$ cat src/rtl/irq_out_pkg.sv
package irq_out_pkg;

   typedef enum logic {
      IRQ_MODE_PULSE = 1'b0,
      IRQ_MODE_LEVEL = 1'b1
   } irq_mode_e;

   // Width of a down-counter that must hold the value n.
   function automatic int unsigned cnt_width(input int unsigned n);
      return (n < 2) ? 1 : $clog2(n + 1);
   endfunction

endpackage

$ cat src/rtl/irq_ack_sync.sv
module irq_ack_sync #(
   parameter int STAGES = 2
) (
   input  logic clk,
   input  logic rst_n,
   input  logic ack_async,
   output logic ack_rise
);

   if (STAGES < 2) begin : g_bad_stages
      $error("irq_ack_sync: STAGES must be at least 2");
   end

   // Synchroniser flops plus one history flop for edge detection.
   logic [STAGES:0] chain;

   always_ff @(posedge clk) begin
      if (!rst_n) chain <= '0;
      else        chain <= {chain[STAGES-1:0], ack_async};
   end

   assign ack_rise = chain[STAGES-1] & ~chain[STAGES];

endmodule

$ cat src/rtl/irq_pending_bank.sv
module irq_pending_bank #(
   parameter int NUM_REGS = 2,
   parameter int REG_W    = 4
) (
   input  logic                      clk,
   input  logic                      rst_n,
   input  logic [NUM_REGS*REG_W-1:0] set_bits,
   input  logic [NUM_REGS-1:0]       rd_strobe,
   output logic [NUM_REGS*REG_W-1:0] pend,
   output logic                      read_release
);

   localparam int NB = NUM_REGS * REG_W;

   logic [REG_W-1:0] pend_q [NUM_REGS];
   logic [REG_W-1:0] pend_d [NUM_REGS];

   for (genvar r = 0; r < NUM_REGS; r++) begin : g_reg
      // A new event outranks the read clear on the same bit.
      assign pend_d[r] = (pend_q[r] & {REG_W{~rd_strobe[r]}})
                       | set_bits[r*REG_W +: REG_W];

      always_ff @(posedge clk) begin
         if (!rst_n) pend_q[r] <= '0;
         else        pend_q[r] <= pend_d[r];
      end

      assign pend[r*REG_W +: REG_W] = pend_q[r];
   end

   logic any_left;
   always_comb begin
      any_left = 1'b0;
      for (int r = 0; r < NUM_REGS; r++) any_left = any_left | (|pend_d[r]);
   end

   assign read_release = (|rd_strobe) & ~any_left;

   if (NB < 1) begin : g_bad_bank
      $error("irq_pending_bank: bank must hold at least one flag");
   end

endmodule

$ cat src/rtl/irq_pulse_timer.sv
module irq_pulse_timer #(
   parameter int PULSE_CYCLES = 3
) (
   input  logic clk,
   input  logic rst_n,
   input  logic fire,
   output logic active
);

   if (PULSE_CYCLES < 1) begin : g_bad_len
      $error("irq_pulse_timer: PULSE_CYCLES must be at least 1");
   end

   if (PULSE_CYCLES == 1) begin : g_single
      always_ff @(posedge clk) begin
         if (!rst_n) active <= 1'b0;
         else        active <= fire;
      end
   end else begin : g_count
      localparam int CW = irq_out_pkg::cnt_width(PULSE_CYCLES);
      logic [CW-1:0] cnt;

      always_ff @(posedge clk) begin
         if (!rst_n)          cnt <= '0;
         else if (fire)       cnt <= CW'(PULSE_CYCLES);
         else if (cnt != '0)  cnt <= cnt - CW'(1);
      end

      assign active = (cnt != '0);
   end

endmodule

$ cat src/rtl/irq_level_hold.sv
module irq_level_hold (
   input  logic clk,
   input  logic rst_n,
   input  logic set,
   input  logic clr_ack,
   input  logic clr_read,
   output logic held
);

   // Set has priority so an event landing on a release is never lost.
   always_ff @(posedge clk) begin
      if (!rst_n)                  held <= 1'b0;
      else if (set)                held <= 1'b1;
      else if (clr_ack | clr_read) held <= 1'b0;
   end

endmodule

$ cat src/rtl/irq_req_out.sv
module irq_req_out
   import irq_out_pkg::*;
#(
   parameter int NUM_REGS     = 2,
   parameter int REG_W        = 4,
   parameter int PULSE_CYCLES = 3,
   parameter int SYNC_STAGES  = 2
) (
   input  logic                      clk,
   input  logic                      rst_n,
   input  logic [NUM_REGS*REG_W-1:0] evt_strobe,
   input  logic [NUM_REGS*REG_W-1:0] evt_enable,
   input  logic                      level_mode,
   input  logic                      irq_ack,
   input  logic [NUM_REGS-1:0]       reg_read,
   output logic [NUM_REGS*REG_W-1:0] pend_flags,
   output logic                      irq_n
);

   localparam int NB = NUM_REGS * REG_W;

   if (NUM_REGS < 1 || REG_W < 1) begin : g_bad_geom
      $error("irq_req_out: NUM_REGS and REG_W must be positive");
   end

   irq_mode_e       mode;
   logic [NB-1:0]   set_bits;
   logic            any_evt;
   logic            ack_rise;
   logic            read_release;
   logic            held;
   logic            pulse_on;

   assign mode     = irq_mode_e'(level_mode);
   assign set_bits = evt_strobe & evt_enable;
   assign any_evt  = |set_bits;

   irq_ack_sync #(.STAGES(SYNC_STAGES)) u_ack (
      .clk       (clk),
      .rst_n     (rst_n),
      .ack_async (irq_ack),
      .ack_rise  (ack_rise)
   );

   irq_pending_bank #(.NUM_REGS(NUM_REGS), .REG_W(REG_W)) u_bank (
      .clk          (clk),
      .rst_n        (rst_n),
      .set_bits     (set_bits),
      .rd_strobe    (reg_read),
      .pend         (pend_flags),
      .read_release (read_release)
   );

   irq_pulse_timer #(.PULSE_CYCLES(PULSE_CYCLES)) u_pulse (
      .clk    (clk),
      .rst_n  (rst_n),
      .fire   (any_evt && mode == IRQ_MODE_PULSE),
      .active (pulse_on)
   );

   irq_level_hold u_hold (
      .clk      (clk),
      .rst_n    (rst_n),
      .set      (any_evt && mode == IRQ_MODE_LEVEL),
      .clr_ack  (ack_rise && mode == IRQ_MODE_LEVEL),
      .clr_read (read_release),
      .held     (held)
   );

   assign irq_n = ~(held | pulse_on);

endmodule

$ cat config.mk
export PLATFORM = sky130hd
export DESIGN_NAME = irq_req_out
export DESIGN_NICKNAME = d
export VERILOG_FILES = /design/src/rtl/irq_out_pkg.sv /design/src/rtl/irq_ack_sync.sv /design/src/rtl/irq_pending_bank.sv /design/src/rtl/irq_pulse_timer.sv /design/src/rtl/irq_level_hold.sv /design/src/rtl/irq_req_out.sv
export SDC_FILE = /design/constraint.sdc
export NUM_CORES = 1
export LEC_CHECK = 0
export ABC_AREA = 1
export CAP_MARGIN = 20
export CORE_AREA = 4 4 41 43
export CTS_CLUSTER_DIAMETER = 50
export DETAILED_ROUTE_END_ITERATION = 6
export DIE_AREA = 0 0 45 47
export DONT_BUFFER_PORTS = 1
export RECOVER_POWER = 50
export SLEW_MARGIN = 20
export SYNTH_ARGS = -nofsm -noshare
export SYNTH_HDL_FRONTEND = slang
export SYNTH_SLANG_ARGS = --single-unit
$ cat constraint.sdc
create_clock -name clk -period 2.1 [get_ports clk]
set_input_delay 0.105 -clock clk [delete_from_list [all_inputs] [get_ports clk]]
set_output_delay 0.105 -clock clk [all_outputs]
set_load 0.05 [all_outputs]
# After elaboration in Yosys (flattened, before gate mapping)
# Memory sizes are Yosys's and may differ from the RTL's.
# Cells that the tools add are included.
# totals
register_bits,6
mem_bits_rw,8
input_bits,22
output_inout_bits,9
wordCells,41
memories,1
# classes
n_addsub,1
muxes,8
bitwise,18
n_reduce_logical,10
# memory_table
memory,depth,word_bits,rd,rd_clocked_by_memory_dff,wr,line_no,text
u_bank.pend_q,2,4,2,0,2,irq_pending_bank.sv:15,logic [REG_W-1:0] pend_q [NUM_REGS];
# ops
cell,count
4-bit AND,2
8-bit AND,1
4-bit two-way mux,2
4-bit OR,2
4-bit OR reduction,2
8-bit OR reduction,1
1-bit NOT,6
2-bit nonzero test,3
1-bit OR,5
1-bit two-way mux,4
2-bit two-way mux,2
1-bit logical AND,3
1-bit AND,2
2-bit OR reduction,1
2-bit by 1-bit subtractor with 2-bit output (second input constant),1

# Longest topological paths before layout
# Gate-level depths: netlist of the first run.
# logic_depth
ltp_word,10
ltp_mapped,7
ltp_nobuf,7

# Hierarchy
# Synthesis of the first run repeated with hierarchy kept, for this count alone.
# unflattened
hier_cells,108
area_unflattened_um2,676.9
# by_module_without_submodules
module,instances,cells_per_inst,area_per_inst_um2,seq_area_each_um2
irq_pending_bank,1,44,310.3,160.2
irq_pulse_timer,1,18,112.6,40.0
irq_req_out,1,28,107.6,0.0
irq_ack_sync,1,11,92.6,60.1
irq_level_hold,1,7,53.8,20.0

# Least setup slack after synthesis of the first run
# Ideal clock, no wire load.
# synth_path
path_type,register -> output
startpoint,reg u_pulse.g_count.cnt[0]
endpoint,out irq_n
t_arrival_ns,1.217
required_time_ns,1.995
setup_slack_ns,0.778
path_stages_with_launch,5
n_path_buf,0
path_cell_list,dfxtp_1 -> inv_1 -> ha_1 -> inv_1 -> nor2_1
# synth_via
elab_chain_cells,3
# synth_lines
item,line_no,text
from (decl),irq_pulse_timer.sv:21,logic [CW-1:0] cnt;
from (signal assigned),irq_pulse_timer.sv:25,else if (fire) cnt <= CW'(PULSE_CYCLES);
from (signal assigned),irq_pulse_timer.sv:26,else if (cnt != '0) cnt <= cnt - CW'(1);
2-bit nonzero test,irq_pulse_timer.sv:29,assign active = (cnt != '0);
1-bit OR,irq_req_out.sv:70,assign irq_n = ~(held | pulse_on);
1-bit NOT,irq_req_out.sv:70,
to (decl),irq_req_out.sv:17,output logic irq_n
# No other way between the ends.

==> results of run 1 <==
power breakdown:
part           internal (W)  switching, W
Sequential         0.000283     0.0000235
Clock              0.000105     0.0000806
Combinational     0.0000402     0.0000717
Total              0.000429      0.000176
synthesized netlist by cell type:
| master | count |
|---|---|
| or2_1 | 1 |
| buf_2 | 1 |
| a21oi_1 | 10 |
| nor2_1 | 7 |
| o21bai_1 | 1 |
| inv_1 | 8 |
| nand4_1 | 2 |
| nand3_1 | 1 |
| o21ai_0 | 1 |
| nor2_2 | 1 |
| nand2_1 | 25 |
| ha_1 | 1 |
| a21boi_1 | 1 |
| xor2_1 | 1 |
| nand2_2 | 6 |
| dfxtp_1 | 14 |
| inv_2 | 2 |
worst max-delay path: cells and delay by family, from the launching register on:
family / cells / cell delay [ns]
compound gates: 2 / 0.19
simple gates: 4 / 0.34
buf+inv: 1 / 0.49
flops: 1 / 0.31
final timing paths:
| kind | startpoint | end | cells past startpoint |
|---|---|---|---|
| max reg2reg | u_bank.pend_q[0][0] | u_hold.held | 7 |
| max | u_bank.pend_q[0][0] | u_hold.held | 7 |
| min reg2reg | u_ack.chain[0] | u_ack.chain[1] | 2 |
| min | reg_read[0] | u_bank.pend_q[0][3] | 3 |
layer usage:
layer | part of all wire [%] | up-vias
met5 | 0 | -
met4 | 0.95 | 0
met3 | 10 | 2
met2 | 45 | 21
li1 | - | 284
met1 | 44 | 235
metrics by stage:
step / hold slack, ns / cell area [sq um] / total power (W) / cells / setup slack (ns)
CTS: 0.0148 / 739 / 0.000616 / 111 / 0.798
detailed placement: 0.204 / 653 / 0.000421 / 102 / 0.915
global route: 0.0121 / 724 / 0.000643 / 111 / 0.555
finish: 0.0211 / 724 / 0.000605 / 111 / 0.712
global placement: 0.202 / 653 / 0.000419 / 102 / 0.944
floorplan: 0.198 / 602 / 0.000398 / 83 / 0.778
registers in the layout, indices dropped and copies added (netlist names):
name	flops
u_bank.pend_q	8
u_ack.chain	3
u_pulse.g_count.cnt	2
u_hold.held	1
cell families after synthesis:
group | Yosys count
DFF | 14
AOI/OAI and AO/OA | 13
and+or+nand+nor | 43
buffers and inverters | 11
adders and majority gates | 1
xor gates and xnor gates | 1
layout make-up:
class	instances	share of cell area, %
flip-flops and latches	14	38.7
multi-input cells	58	38.5
repair buffers	10	10.0
inverters	10	5.18
clock buffers	4	5.01
well taps	15	2.59
==> run summary, run 1 <==
status - finished clean
utilization after layout - 55.7%
IO buf count - 0
Worst Hold Class - in -> reg
CP max-delay cell - clkbuf_1
crit path DAT - 1.59 ns
final hold vios - 0
PwrDens - 834 mW/mm^2
simple logic cell fraction of the synthesized area - 31.2%
first-pass GRT wire length - 1950 um
clk_skew - 0.000908 ns
adder and majority cell fraction of the synthesized area - 2.08%
area of the multi-input gates - 279 sq um
mux contribution to synthesized area - 0%
RSZ-0062 raised after global routing - no
grt met2 use - 21.8%
post-cts resize count - 0
Critical Path Fanout Max - 2
All-Layer GR Usage - 13.2%
Net count, final - 120
die area - 0.00212 sq mm
synthesized area - 602 sq um
vias - 542
Mapped Nets - 106
cell chain of the critical path - clkbuf_1, nand2_1, nand2_1, nor2_1, nand2_1, o21bai_1, a21oi_1
Max VDD drop - 0.000389 V
f_max - 0.720 GHz
commonest non-fill, non-tap cell in the layout - nand2_1
Most Used Layer, Global Route - met2
Routed WL - 1260 um
cell taking the most area after synthesis - dfxtp_1
sequential cell area - 280 sq um
vias in the first global route - 472
setup violators final - 0
Synth Instances - 83
met3 Resource Use GR - 4.60%
main combinational cell family by area after synthesis - simple AND/OR/NAND/NOR gates
chip height - 47 um
Layout fillers - 136
Pins Over Slew Limit - 0
crit end category - flip-flop
antenna violations before repair - 0
post-synthesis cell type count - 17
CTS Buf Count - 3
root buf cell - clkbuf_4
Post-CTS Setup Inserts - 0
layout cells sized above 1 - 14.6%
slowest stage delay, CP - 0.49 ns
Setup CP Type - reg -> reg
post-DP HPWL - 937 um
most area-consuming cells after synthesis - dfxtp_1 (47%), nand2_1 (16%), a21oi_1 (8.3%), nand2_2 (6.2%), inv_1 (5.0%)
Worst-Margin Slew - 0.656 ns
Residual DRC - 0
Setup TNS - 0 ns
H-tree depth - 1
Initial Util - 46.2%
antenna-violating nets left - 0
FF-to-FF setup slack - 0.71 ns
sequential element share of the synthesized area - 46.6%
total iterations of the first detailed-routing run - 4
hold buffer count at cts - 5
DRT iter0 DRCs - 13
XOR/XNOR share of the synthesized area - 1.46%
Pleak - 0.365 nW
critical path required time - 2.30 ns
GP Congestion - 0.742
commonest cells after routing, fill and taps aside - nand2_1 (25), dfxtp_1 (14), a21oi_1 (10), inv_1 (8), nor2_1 (7)
core area - 0.00130 sq mm
pin count of the biggest net entering global routing - 12
routed len/inst - 11.3 um
CTS tree - built
clk slew on worst S/H paths - 0.08 ns
min Tclk post-route - 1.39 ns
vias per cell - 4.88
IO Pins - 31
Synthesis Warnings - 0
clk_lat worst skew - 0.27 ns
number of max-cap violations - 0
period utilization - 66.1%
number of diodes - 0
row cnt - 13
Die X - 45 um
gr ovfl total - 0
maximum clock path buffer count - 2
Compound-Gate Fraction of Synth Area - 11.6%
GR Util met1 - 15.1%
top cell type's share of synthesized area - 46.6%
Worst path most repeated cell - nand2_1
CTS sink cnt - 14
Layout area overhead - 20.4%
Avg Inst Size Synth - 7.25 sq um
slew margin rel. - 56.3%
crit start category - flip-flop
flop and latch count out of synthesis - 14
(Power assumes the default switching activity.)
==> run 2: changes to the inputs <==
Clock period 2.1 ns to 1.1 ns, I/O delays scaled along.
==> run summary, run 2 (same netlist as run 1, synthesis figures left out) <==
status - finished, violations left
failing checks - setup timing
pin count of the biggest net entering global routing - 12 (unchanged)
gr ovfl total - 0 (unchanged)
All-Layer GR Usage - 18.7% (+5.5 points)
sequential power share - 43.4% (-7.3 points)
CTS tree - built
vias per cell - 4.79 (-1.9%)
Cell Count, Final, Fillers Out - 130 (+17%)
min Tclk post-route - 1.16 ns
CP Launch Point - u_pulse.g_count.cnt[1]
clk_skew - 0.00837 ns (+0.00746 ns)
worst hold start - rst_n
Final Worst Setup Slack - -0.0599 ns (-0.772 ns)
antenna violations before repair - 0 (unchanged)
Pins Over Slew Limit - 0 (unchanged)
GP Congestion - 0.737 (-0.66%)
Residual DRC - 0 (unchanged)
placed cell count - 106 (+3.9%)
root buf cell - clkbuf_4
critical path depth - 5 (-2)
crit path DAT - 1.10 ns (-0.49 ns)
FF-to-FF setup slack - 0.11 ns (-0.60 ns)
H-tree depth - 1 (unchanged)
chip height - 47 um (unchanged)
Worst path top cell family by delay - flip-flops
Die X - 45 um (unchanged)
Critical Path Fanout Max - 3 (+1)
setup violators final - 1 (+1)
Worst Hold Class - in -> reg
Routed WL - 1690 um (+34%)
CP max-delay cell - dfxtp_2
Net Switching - 0.000390 W (+120%)
PwrDens - 1350 mW/mm^2 (+62%)
IO buf count - 0 (unchanged)
CTS sink cnt - 14 (unchanged)
vias in the first global route - 646 (+37%)
vias - 623 (+15%)
post-DP HPWL - 1000 um (+7.0%)
crit end category - output port
layout cells sized above 1 - 28.7% (+14 points)
Initial Util - 46.2% (unchanged)
hold path endpoint - u_bank.pend_q[0][2]
Sw Ratio - 30.0% (+0.87 points)
Top reg by flops - u_bank.pend_q
slowest stage delay, CP - 0.33 ns (-0.16 ns)
period utilization - 105%
combinational share of power - 28.3% (+9.8 points)
leading registers by flop count - u_bank.pend_q: 8 flops, u_ack.chain: 3 flops, u_pulse.g_count.cnt: 2 flops
number of max-cap violations - 0 (unchanged)
Net count, final - 139 (+16%)
Clk pwr share - 28.2% (-2.5 points)
IO Pins - 31 (unchanged)
RR Startpoint - u_bank.pend_q[1][2]
clk slew on worst S/H paths - 0.09 ns (about the same)
slew margin rel. - 78.3% (+22 points)
r2r worst-path depth - 6 (-1)
max reg flops - 8 (unchanged)
total iterations of the first detailed-routing run - 4 (unchanged)
Max VDD drop - 0.000869 V (+120%)
Layout fillers - 107 (-21%)
Pleak - 0.482 nW (+32%)
RSZ-0062 raised after global routing - yes
Layout area overhead - 60.1%
maximum clock path buffer count - 2 (unchanged)
die area - 0.00212 sq mm (unchanged)
cell area after layout - 963 sq um (+33%)
clk_lat worst skew - 0.28 ns (about the same)
Setup CP Type - reg -> out
Int Pwr - 0.000911 W (+110%)
Worst Path Buf+Inv - 3 (+2)
routed len/inst - 13.0 um (+14%)
commonest cells after routing, fill and taps aside - nand2_1 (24), dlygate4sd3_1 (18), a21oi_1 (10), buf_4 (9), dfxtp_1 (9)
cell chain of the critical path - inv_2, ha_4, inv_4, nor2_4, buf_12
DRT iter0 DRCs - 12 (-1)
row cnt - 13 (unchanged)
number of diodes - 0 (unchanged)
CTS Buf Count - 3 (unchanged)
Worst-Margin Slew - 0.325 ns (-0.330 ns)
R2R Path End - u_hold.held
antenna-violating nets left - 0 (unchanged)
critical path required time - 1.04 ns (-1.26 ns)
f_max - 0.862 GHz
Post-DP Area - 706 sq um (+8.0%)
final hold vios - 0 (unchanged)
commonest non-fill, non-tap cell in the layout - nand2_1
crit start category - flip-flop
utilization after layout - 74.0% (+18 points)
first-pass GRT wire length - 2750 um (+41%)
core area - 0.00130 sq mm (unchanged)
pre-CTS setup slack - 0.0871 ns (-0.828 ns)
Min-Delay Path Depth - 2 (-1)
Setup TNS - -0.0599 ns (-0.0599 ns)
-- run 2: timing repair --
action | 4_1_cts | 5_1_grt
hold buffers | 19 | 0
setup buffers | 1 | 0
gates resized for setup | 8 | 5
endpoints found under the setup margin | 1 | 3
hold endpoints to repair | 13 | 0
pin swaps | 2 | 5
-- run 2: per-layer routing --
layer | wire length (um) | track usage, %
met1 | 675 | 20.2
met2 | 909 | 34.2
met3 | 79 | 5.75
met4 | 22 | 7.02
met5 | 0 | 0
-- run 2: area by class of cell --
class	instances	area, sq um	area share, %
clock buffers	4	36.3	3.77
inverters	10	40.0	4.16
multi-input cells	58	302	31.3
flip-flops and latches	14	287	29.7
well taps	15	18.8	1.95
repair buffers	29	280	29.1
-- run 2: through the flow --
stage	hold WS, ns	total power (W)
after global routing	0.0912	0.00137
after CTS	0.0817	0.00130
after global placement	0.150	0.000834
after floorplan	0.148	0.000765
after detailed placement	0.154	0.000840
final	0.0817	0.00130
-- run 2: how the worst max path moves through the flow --
stage                             endpoint  slack [ns]
floorplan                      u_hold.held       0.005
global placement    u_pulse.g_count.cnt[1]        0.11
detailed placement  u_pulse.g_count.cnt[1]        0.09
CTS                                  irq_n       -0.09
global route                         irq_n       -0.11
finish                               irq_n       -0.06
-- run 2: power groups by stage --
stage / logic, W / clock network [W] / registers (W)
floorplan: 0.000137 / 0 / 0.000627
CTS: 0.000354 / 0.000379 / 0.000566
global route: 0.000398 / 0.000406 / 0.000569
detailed placement: 0.000266 / 0 / 0.000574
global placement: 0.000262 / 0 / 0.000573
finish: 0.000369 / 0.000367 / 0.000565
-- run 2: worst reg2reg max path, delay by kind of cell, from the launching register on --
kind	cells	cell delay (ns)
and+or+nand+nor	4	0.31
AOI/OAI and AO/OA	2	0.22
DFF	1	0.33
